File: config.mk
export PLATFORM = sky130hd
export DESIGN_NAME = iv_partition_gen
export DESIGN_NICKNAME = d
export VERILOG_FILES = /design/src/rtl/iv_gen_pkg.sv /design/src/rtl/iv_seq_next.sv /design/src/rtl/iv_field_pack.sv /design/src/rtl/iv_partition_gen.sv
export SDC_FILE = /design/constraint.sdc
export NUM_CORES = 1
export LEC_CHECK = 0
export ABC_AREA = 1
export BUFFER_PORTS_ARGS = -buffer_cell sky130_fd_sc_hd__buf_2
export CORE_MARGIN = 5
export CORE_UTILIZATION = 40
export DETAILED_ROUTE_END_ITERATION = 6
export REMOVE_ABC_BUFFERS = 1
export SLEW_MARGIN = 20
export SYNTH_ARGS = -nofsm -noshare
export SYNTH_HDL_FRONTEND = slang
export SYNTH_SLANG_ARGS = --single-unit
File: constraint.sdc
create_clock -name clk -period 1.98 [get_ports clk]
set_input_delay 0.396 -clock clk [delete_from_list [all_inputs] [get_ports clk]]
set_output_delay 0.396 -clock clk [all_outputs]
set_load 0.01 [all_outputs]
File: src/rtl/iv_gen_pkg.sv
package iv_gen_pkg;

    typedef enum logic {
        IV_MODE_COUNT = 1'b0,
        IV_MODE_LFSR  = 1'b1
    } iv_mode_e;

    function automatic logic [63:0] tap_bit(input int unsigned t);
        return 64'd1 << (t - 1);
    endfunction

    // Galois feedback mask for a maximal-length sequence of the given width.
    // Widths outside this set fall back to a two-tap mask whose period is not guaranteed.
    function automatic logic [63:0] lfsr_tap_mask(input int unsigned width);
        logic [63:0] m;
        case (width)
            4:       m = tap_bit(4)  | tap_bit(3);
            8:       m = tap_bit(8)  | tap_bit(6)  | tap_bit(5)  | tap_bit(4);
            12:      m = tap_bit(12) | tap_bit(6)  | tap_bit(4)  | tap_bit(1);
            16:      m = tap_bit(16) | tap_bit(15) | tap_bit(13) | tap_bit(4);
            20:      m = tap_bit(20) | tap_bit(17);
            24:      m = tap_bit(24) | tap_bit(23) | tap_bit(22) | tap_bit(17);
            28:      m = tap_bit(28) | tap_bit(25);
            32:      m = tap_bit(32) | tap_bit(22) | tap_bit(2)  | tap_bit(1);
            40:      m = tap_bit(40) | tap_bit(38) | tap_bit(21) | tap_bit(19);
            48:      m = tap_bit(48) | tap_bit(47) | tap_bit(21) | tap_bit(20);
            56:      m = tap_bit(56) | tap_bit(55) | tap_bit(35) | tap_bit(34);
            60:      m = tap_bit(60) | tap_bit(59);
            63:      m = tap_bit(63) | tap_bit(62);
            64:      m = tap_bit(64) | tap_bit(63) | tap_bit(61) | tap_bit(60);
            default: m = tap_bit(width) | tap_bit(width - 1);
        endcase
        return m;
    endfunction

endpackage

File: src/rtl/iv_seq_next.sv
module iv_seq_next
    import iv_gen_pkg::*;
#(
    parameter int unsigned SEQ_W = 56,
    parameter logic [63:0] SEED  = 64'd1
) (
    input  logic [SEQ_W-1:0] seq_i,
    input  iv_mode_e         mode_i,
    output logic [SEQ_W-1:0] next_o,
    output logic [SEQ_W-1:0] start_o
);

    localparam logic [63:0]      MASK_FULL = lfsr_tap_mask(SEQ_W);
    localparam logic [SEQ_W-1:0] MASK      = MASK_FULL[SEQ_W-1:0];
    localparam logic [SEQ_W-1:0] SEED_S    = SEED[SEQ_W-1:0];

    logic [SEQ_W-1:0] cnt_next;
    logic [SEQ_W-1:0] lfsr_next;

    always_comb begin
        cnt_next  = seq_i + SEQ_W'(1);
        lfsr_next = (seq_i >> 1) ^ (seq_i[0] ? MASK : '0);
        // the LFSR is never loaded with zero; recover to the seed if it ever is
        if (seq_i == '0) begin
            lfsr_next = SEED_S;
        end
        if (mode_i == IV_MODE_LFSR) begin
            next_o  = lfsr_next;
            start_o = SEED_S;
        end else begin
            next_o  = cnt_next;
            start_o = '0;
        end
    end

endmodule

File: src/rtl/iv_field_pack.sv
module iv_field_pack #(
    parameter int unsigned IV_W = 64,
    parameter int unsigned ID_W = 8,
    localparam int unsigned SEQ_W = IV_W - ID_W,
    localparam int unsigned IDP   = (ID_W > 0) ? ID_W : 1
) (
    input  logic [IDP-1:0]   id_i,
    input  logic [SEQ_W-1:0] seq_i,
    output logic [IV_W-1:0]  iv_o
);

    generate
        if (ID_W == 0) begin : g_single_engine
            logic unused_id;
            assign unused_id = ^id_i;
            assign iv_o      = seq_i;
        end else begin : g_partitioned
            assign iv_o = {id_i, seq_i};
        end
    endgenerate

endmodule

File: src/rtl/iv_partition_gen.sv
module iv_partition_gen
    import iv_gen_pkg::*;
#(
    parameter int unsigned IV_W = 64,
    parameter int unsigned ID_W = 8,
    parameter logic [63:0] SEED = 64'd1,
    localparam int unsigned SEQ_W = IV_W - ID_W,
    localparam int unsigned IDP   = (ID_W > 0) ? ID_W : 1
) (
    input  logic             clk,
    input  logic             rst_n,
    input  logic             sa_rst_i,
    input  logic             cfg_mode_i,
    input  logic [IDP-1:0]   cfg_engine_id_i,
    input  logic             req_i,
    output logic             gnt_o,
    output logic [IV_W-1:0]  iv_o,
    output logic             exhausted_o
);

    localparam logic [SEQ_W-1:0] SEED_S = SEED[SEQ_W-1:0];

    typedef struct packed {
        logic [SEQ_W-1:0] seq;
        logic [IDP-1:0]   id;
        iv_mode_e         mode;
        logic             exh;
        logic             gnt;
        logic [IV_W-1:0]  iv;
    } gen_st_t;

    gen_st_t st_q, st_d;

    logic [SEQ_W-1:0] seq_next;
    logic [SEQ_W-1:0] seq_start;
    logic [IV_W-1:0]  iv_now;
    iv_mode_e         cfg_mode;

    assign cfg_mode = iv_mode_e'(cfg_mode_i);

    iv_seq_next #(
        .SEQ_W (SEQ_W),
        .SEED  (SEED)
    ) u_seq (
        .seq_i   (st_q.seq),
        .mode_i  (st_q.mode),
        .next_o  (seq_next),
        .start_o (seq_start)
    );

    iv_field_pack #(
        .IV_W (IV_W),
        .ID_W (ID_W)
    ) u_pack (
        .id_i  (st_q.id),
        .seq_i (st_q.seq),
        .iv_o  (iv_now)
    );

    always_comb begin
        st_d     = st_q;
        st_d.gnt = 1'b0;
        if (sa_rst_i) begin
            st_d.mode = cfg_mode;
            st_d.id   = cfg_engine_id_i;
            st_d.seq  = (cfg_mode == IV_MODE_LFSR) ? SEED_S : '0;
            st_d.exh  = 1'b0;
        end else if (req_i && !st_q.exh) begin
            st_d.gnt = 1'b1;
            st_d.iv  = iv_now;
            st_d.seq = seq_next;
            st_d.exh = (seq_next == seq_start);
        end
    end

    always_ff @(posedge clk) begin
        if (!rst_n) begin
            st_q <= gen_st_t'('0);
        end else begin
            st_q <= st_d;
        end
    end

    assign gnt_o       = st_q.gnt;
    assign iv_o        = st_q.iv;
    assign exhausted_o = st_q.exh;

    // a grant always answers a serviceable request of the previous cycle
    assert_grant_cause_R2: assert property (@(posedge clk) disable iff (!rst_n)
        gnt_o |-> ($past(req_i) && !$past(sa_rst_i) && !$past(exhausted_o)));

    // the LFSR state is never zero
    assert_lfsr_nonzero_R5: assert property (@(posedge clk) disable iff (!rst_n)
        (st_q.mode == IV_MODE_LFSR) |-> (st_q.seq != '0));

    // exhaustion only appears together with the grant that used the last value
    assert_exh_with_grant_R6: assert property (@(posedge clk) disable iff (!rst_n)
        $rose(exhausted_o) |-> gnt_o);

    // an exhausted generator grants nothing and holds its output
    assert_exh_blocks_R7: assert property (@(posedge clk) disable iff (!rst_n)
        (exhausted_o && !sa_rst_i) |=> (!gnt_o && $stable(iv_o)));

    // SA reset clears exhaustion and suppresses a same-cycle grant
    assert_sa_rst_clear_R8: assert property (@(posedge clk) disable iff (!rst_n)
        sa_rst_i |=> (!exhausted_o && !gnt_o));

endmodule

Yosys cells after proc, flatten, opt, wreduce, memory -nomap -nowiden
Cells that the tools add are included.

operators by class
  bitwise logic cells = 3
  mux-type cells = 8
  reduce and logical (&&, ||, !) cells = 6
  eq/ne operators = 1
  add/subtract/negate cells = 1

operators by type and width
  cell                     count
  $mux W56                 5
  $mux W65                 1
  $add A56 B1 Y56 const B  1
  $eq A56 B1 Y1            1
  $logic_not A56 Y1        1
  $xor A55 B56 Y56         1
  $mux W1                  2
  $not A1 Y1               2
  $reduce_and A2 Y1        1
  $reduce_bool A2 Y1       1
  $reduce_or A2 Y1         1
  $logic_and A1 B1 Y1      1
  $logic_not A1 Y1         1

storage, ports and cells
  word-level logic and storage cells = 25
  bits of input ports = 13
  flip-flop bits (word level) = 131
  output and inout port bits = 66

Logic depth before layout (Yosys ltp)
Gate-level depths: netlist of the first run.

  depth in word-level cells = 6
  mapped depth = 18
  depth with buffers taken out = 18

Modules after synthesis
Synthesis of the first run repeated with hierarchy kept, for this count alone.

second synthesis, totals
  cells, all modules = 1,573
  area, all modules = 9,884.5 um^2

by module, submodules not included
  module            sequential area each (um^2)  area each (um^2)  cells an instance  times used
  iv_partition_gen  2,622.5                      6,244.7           861                1
  iv_seq_next       0.0                          3,159.3           648                1
  iv_field_pack     0.0                          480.5             64                 1

Worst setup path before layout of the first run
OpenSTA, ideal clock, no wires.

  path kind = reg-to-reg
  start = reg st_q[76] (netlist bit)
  end = reg st_q (netlist bit exhausted_o)
  stages on the path, launching flop included = 18
  setup time = 0.066 ns
  clock period less this slack = 1.964 ns
  required time = 1.914 ns
  path buffers = 0
  path slack = 0.016 ns
  data arrival time = 1.898 ns
  cell sequence = dfxtp_1 > ha_1 > nand2_1 > nor2_4 > nand2_4 > nor2_8 > nand2_2 > nor2_2 > nand2_1 > nand3_1 > nand2_1 > nor2_1 > nand2_1 > nor2_1 > nand2_1 > nor2_1 > nand2_1 > a21oi_2

on the way
  longest elaborated chain between the ends = 4
  elaborated cells on any way between the ends = 6
  those cells by class = add/sub: 1; eq/ne: 1; mux: 2; bitwise: 1; reduce/logical: 1

RTL lines
  item                                                                     line                    RTL
  start, declared                                                          iv_partition_gen.sv:32  gen_st_t st_q, st_d;
  start signal, assigned                                                   iv_partition_gen.sv:78  st_q <= gen_st_t'('0);
  start signal, assigned                                                   iv_partition_gen.sv:80  st_q <= st_d;
  parallel branches: the longest is 2 deep, another holds $add A56 B1 Y56  --
  $mux W56 (*)                                                             iv_seq_next.sv:27       if (mode_i == IV_MODE_LFSR) begin
  $eq A56 B1 Y1 (*)                                                        iv_partition_gen.sv:72  st_d.exh = (seq_next == seq_start);

Every way passes the cells marked *.
A chain may end at the register's enable or synchronous reset.

Final worst setup path of the first run
  start = reg st_q[75] (netlist bit)
  end = reg st_q (netlist bit exhausted_o)

on the way
  longest elaborated chain between the ends = 5
  elaborated cells on any way between the ends = 7
  those cells by class = add/sub: 1; eq/ne: 1; mux: 3; bitwise: 1; reduce/logical: 1

RTL lines
  item                                                                     line
  parallel branches: the longest is 3 deep, another holds $add A56 B1 Y56  --
  $mux W56 (*)                                                             iv_seq_next.sv:27
  $eq A56 B1 Y1 (*)                                                        iv_partition_gen.sv:72

Marks and branches as above.

==> results of run 1 <==
-- worst paths after layout --
| kind | from | endpoint | slack, ns |
|---|---|---|---|
| worst min register to register | st_q[70]$_SDFFE_PN0P_ | st_q[70]$_SDFFE_PN0P_ | 0.45 |
| worst min-delay path | cfg_engine_id_i[7] | st_q[74]$_SDFFE_PN0P_ | 0.19 |
| worst max-delay path | st_q[75]$_SDFFE_PN0P_ | exhausted_o$_SDFFE_PP0P_ | -0.25 |
| worst max register to register | st_q[75]$_SDFFE_PN0P_ | exhausted_o$_SDFFE_PP0P_ | -0.25 |
-- final cells by class --
type | instances | area (sq um) | share of cell area, %
Clock buffer | 17 | 425 | 3.95
Clock inverter | 15 | 180 | 1.67
Inverter | 97 | 368 | 3.42
Multi-Input combinational cell | 875 | 4460 | 41.5
Sequential cell | 131 | 2700 | 25.1
Tap cell | 229 | 287 | 2.66
Timing Repair Buffer | 319 | 2330 | 21.7
-- cell families after synthesis --
group	share of synthesized area, %
adders and majority gates	0.345
AOI/OAI and AO/OA	17.1
xor gates and xnor gates	0.484
and+or+nand+nor	37.4
DFF	36.2
buffers and inverters	8.27
muxes	0.276
-- state kept, by name (all words and copies together), names as in the netlist --
register / cells
st_q: 65
iv_o: 64
exhausted_o: 1
gnt_o: 1
-- power breakdown --
group / internal (uW) / total, uW / switching, uW
sequential: 2710 / 2750 / 40.1
clock: 1830 / 3320 / 1490
combinational: 190 / 530 / 340
total: 4730 / 6600 / 1870
-- layout by cell type, fill, tap and decap left out, types with 5 or more instances in the layout --
master | synthesis | layout
nand2_1 | 320 | 290
a21oi_1 | 70 | 68
buf_4 | 1 | 217
o22ai_1 | 18 | 17
o21ai_1 | 4 | 11
buf_12 | 0 | 5
dfxtp_1 | 131 | 92
nand3_2 | 1 | 9
inv_6 | 0 | 5
clkbuf_16 | 0 | 17
nand4_1 | 17 | 17
buf_6 | 0 | 19
nand3_1 | 89 | 80
nand2_2 | 7 | 26
nor2_4 | 7 | 19
dfxtp_2 | 0 | 26
inv_2 | 2 | 6
buf_2 | 6 | 78
nor2_1 | 166 | 114
nand2_4 | 3 | 14
inv_8 | 0 | 8
inv_1 | 89 | 86
o21ai_0 | 137 | 128
dfxtp_4 | 0 | 13
nor2_2 | 8 | 48
-- Yosys cell counts (5+ instances only) --
cell / count / area share, %
a21oi_1: 70 / 4.8
clkbuf_1: 33 / 1.7
nand2_2: 7 / 0.60
inv_1: 89 / 4.6
nand2_1: 320 / 17
buf_1: 8 / 0.41
nor2_2: 8 / 0.69
clkinv_1: 5 / 0.26
nand4_1: 17 / 1.5
nor2_4: 7 / 1.1
o21ai_0: 137 / 9.5
nor2_1: 166 / 8.6
dfxtp_1: 131 / 36
nand3_1: 89 / 6.1
o22ai_1: 18 / 1.6
buf_2: 6 / 0.41
-- worst max-delay path: stages, from the launching register on --
cell and delay [ns]:
dfxtp_4 0.36, buf_6 0.12, inv_4 0.06, buf_6 0.11, ha_4 0.13, nand3_2 0.09
nor2_2 0.12, nand2_2 0.10, nor2_4 0.11, nand2_4 0.11, nand2_2 0.10, nor2_1 0.05
a21oi_2 0.14, nand2_1 0.11, nor2_4 0.13, nand2_1 0.06, nor2_1 0.09, nand2_1 0.08
a21oi_2 0.11
-- stage by stage --
step	instances	power, uW	hold slack [ns]	area (sq um)
after CTS	1669	6660	0.179	10400
after detailed placement	1624	3330	0.442	9370
final	1683	6600	0.188	10800
after global placement	1624	3330	0.439	9370
after global routing	1683	6830	0.195	10800
after floorplan	1103	3070	0.428	7010
-- routing by layer --
layer  vias to the layer above  part of all wire, %  track usage (%)
li1                       4350                    -                -
met5                         -                    0                0
met1                      3968                   46             36.2
met3                        41                  5.2             4.73
met2                       254                   47             42.9
met4                         0                  2.5             8.49
-- what timing repair did --
action / CTS / global route
setup buffers: 13 / 14
pin swaps: 36 / 58
gates resized for setup: 95 / 115
setup endpoints to repair: 9 / 14
hold buffers: 0 / 0
==> flow_metrics.tcl, run 1 <==
set metrics [dict create \
    synth_edf_count 0 \
    critPathMaxFanout 5 \
    synthFlopType "dfxtp_1" \
    grt-ovfl-total 0 \
    rows 49 \
    htree_levels 4 \
    synth_async_sr_flop_share_pct 0 \
    initial_core_util_pct 40.5 \
    fin_nets 1456 \
    crit_path_end_kind "flop" \
    drc 0 \
    drt_iter0_drc 620 \
    die_w_microns 145 \
    clock-sinks 131 \
    yosysSeqAreaShare_pct 36.2 \
    synth-seq-cells 131 \
    powerDensity_nw_per_um2 614 \
    numCtsBuffers 17 \
    criticalPathCategory "reg -> reg" \
    ant_nets 0 \
    path_clk_slew_ns 0.07 \
    ioPinCount 79 \
    grt.total_usage_pct 26.6 \
    fmax_mhz 449 \
    ff2ff_path_depth 18 \
    outcome "finished with violations" \
    startpoint_type "flop" \
    pre_cts_ws_ns -0.510 \
    io_buffer_count 78 \
    gp_congestion 0.993 \
    num_vias 8613 \
    avgSynthCellArea_sq_um 6.28 \
    finalWorstSetupSlack_ns -0.248 \
    crit_arrival_ns 2.60 \
    grt_pass1_wl_microns 42800 \
    drv_slew 0 \
    finClkSkew_ns 0.0156 \
    tns_ns -0.479 \
    firstDrtPassIters 5 \
    crit_required_ns 2.35 \
    drt_wl_total_microns 28100 \
    die_y_microns 145 \
    min_period_ns 2.23 \
    max-cap-violations 0 \
    fin_crit_sh_pct 113 \
    ys_types 36 \
    setup_viol 2 \
    die-area_sq_um 20900 \
    violations "setup timing" \
    cts_tree "done" \
    place_hpwl_microns 20500 \
    via_per_inst 5.12 \
    syn_area_sq_um 7240 \
    grt_pass1_vias 8011 \
    finish.utilization_pct 60.1 \
    p_leak_uw 0.00501 \
    synth_warnings 0 \
    num-fill-cells 1727 \
    rsz0062_at_grt "true" \
    area_growth_pct 48.5 \
    slew_headroom_pct 64.5 \
    hold_violations 0 \
    grt_max_degree 74 \
    coreArea_sq_um 17900 \
    cts.path.max_buffers 2 \
    hp-class "in -> reg" \
    tightest_slew_ns 0.532 \
    cts_root_buffer "clkbuf_16" \
    insertedDiodeCount 0 \
    worst_ir_drop_vdd_v 0.000596 \
    holdPathStages 3 \
    worstSkewPairLatency_ns 0.44 \
    post_drt_wl_per_cell_microns 16.7 \
    synth_cells 1154 \
    drive_gt1_share_pct 36.5 \
    antenna_found_initial 0 \
]
No activity file was read; power rests on OpenSTA's default activity.
==> inputs of run 2 (changes only) <==
Settings changed: CELL_PAD_IN_SITES_DETAIL_PLACEMENT set to 1, CELL_PAD_IN_SITES_GLOBAL_PLACEMENT set to 1, CORE_UTILIZATION 40 to 37, PLACE_DENSITY_LB_ADDON set to 0.1.
==> flow_metrics.tcl, run 2 (synthesis results as in run 1) <==
set metrics [dict create \
    finClkSkew_ns 0.0182 \
    largest_reg_flops 65 \
    crit_slowest_cell "dfxtp_4" \
    num-fill-cells 2601 \
    drive_gt1_share_pct 37.2 \
    ioPinCount 79 \
    hold_violations 0 \
    grt_pass1_wl_microns 50100 \
    outcome "finished with violations" \
    min_period_ns 2.29 \
    crit_path_end_kind "flop" \
    min-delay-start "cfg_engine_id_i[7]" \
    drt_wl_total_microns 32700 \
    die_w_microns 150 \
    p_leak_uw 0.00499 \
    cts_root_buffer "clkbuf_16" \
    crit_required_ns 2.36 \
    worstSkewPairLatency_ns 0.44 \
    coreArea_sq_um 19400 \
    via_per_inst 5.26 \
    startpoint_type "flop" \
    holdPathStages 3 \
    worst_ir_drop_vdd_v 0.000545 \
    cpPeakStageDelay_ns 0.37 \
    drv_slew 0 \
    critPathMaxFanout 4 \
    criticalPathCategory "reg -> reg" \
    path_buf_inv 1 \
    numCtsBuffers 17 \
    ant_nets 0 \
    initial_core_util_pct 37.3 \
    min_to "st_q[74]$_SDFFE_PN0P_" \
    r2r_slack_ns -0.31 \
    reg2reg_to "exhausted_o$_SDFFE_PP0P_" \
    ff2ff_path_depth 16 \
    drc 0 \
    firstDrtPassIters 5 \
    final_common_cell "nand2_1" \
    final_cells 1714 \
    path_clk_slew_ns 0.08 \
    max-cap-violations 0 \
    dp.cells 1656 \
    setup_viol 6 \
    htree_levels 4 \
    io_buffer_count 78 \
    clock-sinks 131 \
    cts.path.max_buffers 2 \
    place_hpwl_microns 23100 \
    tightest_slew_ns 0.683 \
    die-area_sq_um 22500 \
    cpLargestDelayFamily "simple AND/OR/NAND/NOR gates" \
    area_growth_pct 49.6 \
    fmax_mhz 436 \
    violations "setup timing" \
    drt_iter0_drc 630 \
    slew_headroom_pct 54.5 \
    post_drt_wl_per_cell_microns 19.1 \
    regMostFlops "st_q" \
    reg2reg_from "st_q[75]$_SDFFE_PN0P_" \
    cp_cell_sequence "ha_4 > nand2_4 > nor2_4 > nand2_4 > nor2_4 > buf_6 > nand2_2 > nor2_1 > nand2_1 > nand3_1 > nand2_2 > nor2_1 > nand4_1 > nor2_1 > nand2_1 > a21oi_2" \
    grt_max_degree 74 \
    rows 51 \
    final_cell_mix "273 x nand2_1, 212 x buf_4, 122 x o21ai_0" \
    die_y_microns 150 \
    path_common_cell "nor2_1" \
    num_vias 9024 \
    grt.total_usage_pct 28.7 \
    cts_tree "done" \
    powerDensity_nw_per_um2 602 \
    antenna_found_initial 0 \
    fin_nets 1451 \
    gp_congestion 1.01 \
    insertedDiodeCount 0 \
    hp-class "in -> reg" \
    rsz0062_at_grt "true" \
    power_uw 6530 \
    grt_pass1_vias 9374 \
    fin_crit_sh_pct 116 \
    grt-ovfl-total 0 \
    crit_arrival_ns 2.67 \
    finalWorstSetupSlack_ns -0.313 \
]
[run 2: worst reg2reg max path, stage by stage, from the launching register on]
cell	delay, ns
dfxtp_4	0.37
ha_4	0.17
nand2_4	0.06
nor2_4	0.15
nand2_4	0.12
nor2_4	0.16
buf_6	0.14
nand2_2	0.09
nor2_1	0.11
nand2_1	0.07
nand3_1	0.10
nand2_2	0.08
nor2_1	0.09
nand4_1	0.18
nor2_1	0.14
nand2_1	0.07
a21oi_2	0.13
[run 2: repair_timing]
item / in CTS / in global routing
pin swaps: 38 / 58
gates resized for setup: 91 / 135
hold buffers: 0 / 0
endpoints found under the setup margin: 12 / 25
setup buffers: 22 / 11
cloned: 0 / 1
[run 2: how the worst max path moves through the flow]
stage | startpoint | slack (ns) | depth (start not counted) | to
2_1_floorplan | exhausted_o$_SDFFE_PP0P_ | -2.69 | 6 | iv_o[56]$_SDFFE_PN0P_
3_5_place_dp | st_q[75]$_SDFFE_PN0P_ | -0.55 | 18 | exhausted_o$_SDFFE_PP0P_
4_1_cts | st_q[76]$_SDFFE_PN0P_ | -0.30 | 18 | exhausted_o$_SDFFE_PP0P_
3_3_place_gp | st_q[75]$_SDFFE_PN0P_ | -0.54 | 18 | exhausted_o$_SDFFE_PP0P_
5_1_grt | st_q[81]$_SDFFE_PN0P_ | -0.51 | 15 | exhausted_o$_SDFFE_PP0P_
6_report | st_q[75]$_SDFFE_PN0P_ | -0.31 | 16 | exhausted_o$_SDFFE_PP0P_
[run 2: power by group]
part | switching (uW) | internal (uW)
clock | 1510 | 1690
combinational | 358 | 201
sequential | 45.6 | 2720
[run 2: metal layers]
metal / global-route usage, % / vias to the layer above / wire length, microns
li1: - / 4331 / -
met1: 35.9 / 4358 / 13900
met2: 49.0 / 266 / 15900
met3: 4.18 / 69 / 1600
met4: 12.2 / 0 / 1310
met5: 0 / - / 0
[run 2: stage by stage]
| step | cell area, sq um | hold slack, ns | utilization [%] | TNS (ns) | setup WS (ns) |
|---|---|---|---|---|---|
| 2_1_floorplan | 7010 | 0.428 | - | -164.84 | -2.69 |
| 3_3_place_gp | 9370 | 0.437 | 48.3 | -1.45 | -0.535 |
| 3_5_place_dp | 9370 | 0.445 | 48.3 | -1.61 | -0.553 |
| 4_1_cts | 10400 | 0.196 | 53.4 | -0.440 | -0.303 |
| 5_1_grt | 10800 | 0.189 | 55.9 | -1.51 | -0.505 |
| 6_report | 10800 | 0.197 | 55.9 | -0.407 | -0.313 |
[run 2: area by class of cell]
type | count | area, sq um | area share [%]
Clock buffer | 17 | 425 | 3.92
Clock inverter | 15 | 164 | 1.51
Inverter | 97 | 367 | 3.38
Multi-Input combinational cell | 876 | 4600 | 42.4
Sequential cell | 131 | 2670 | 24.6
Tap cell | 265 | 332 | 3.06
Timing Repair Buffer | 313 | 2280 | 21.1
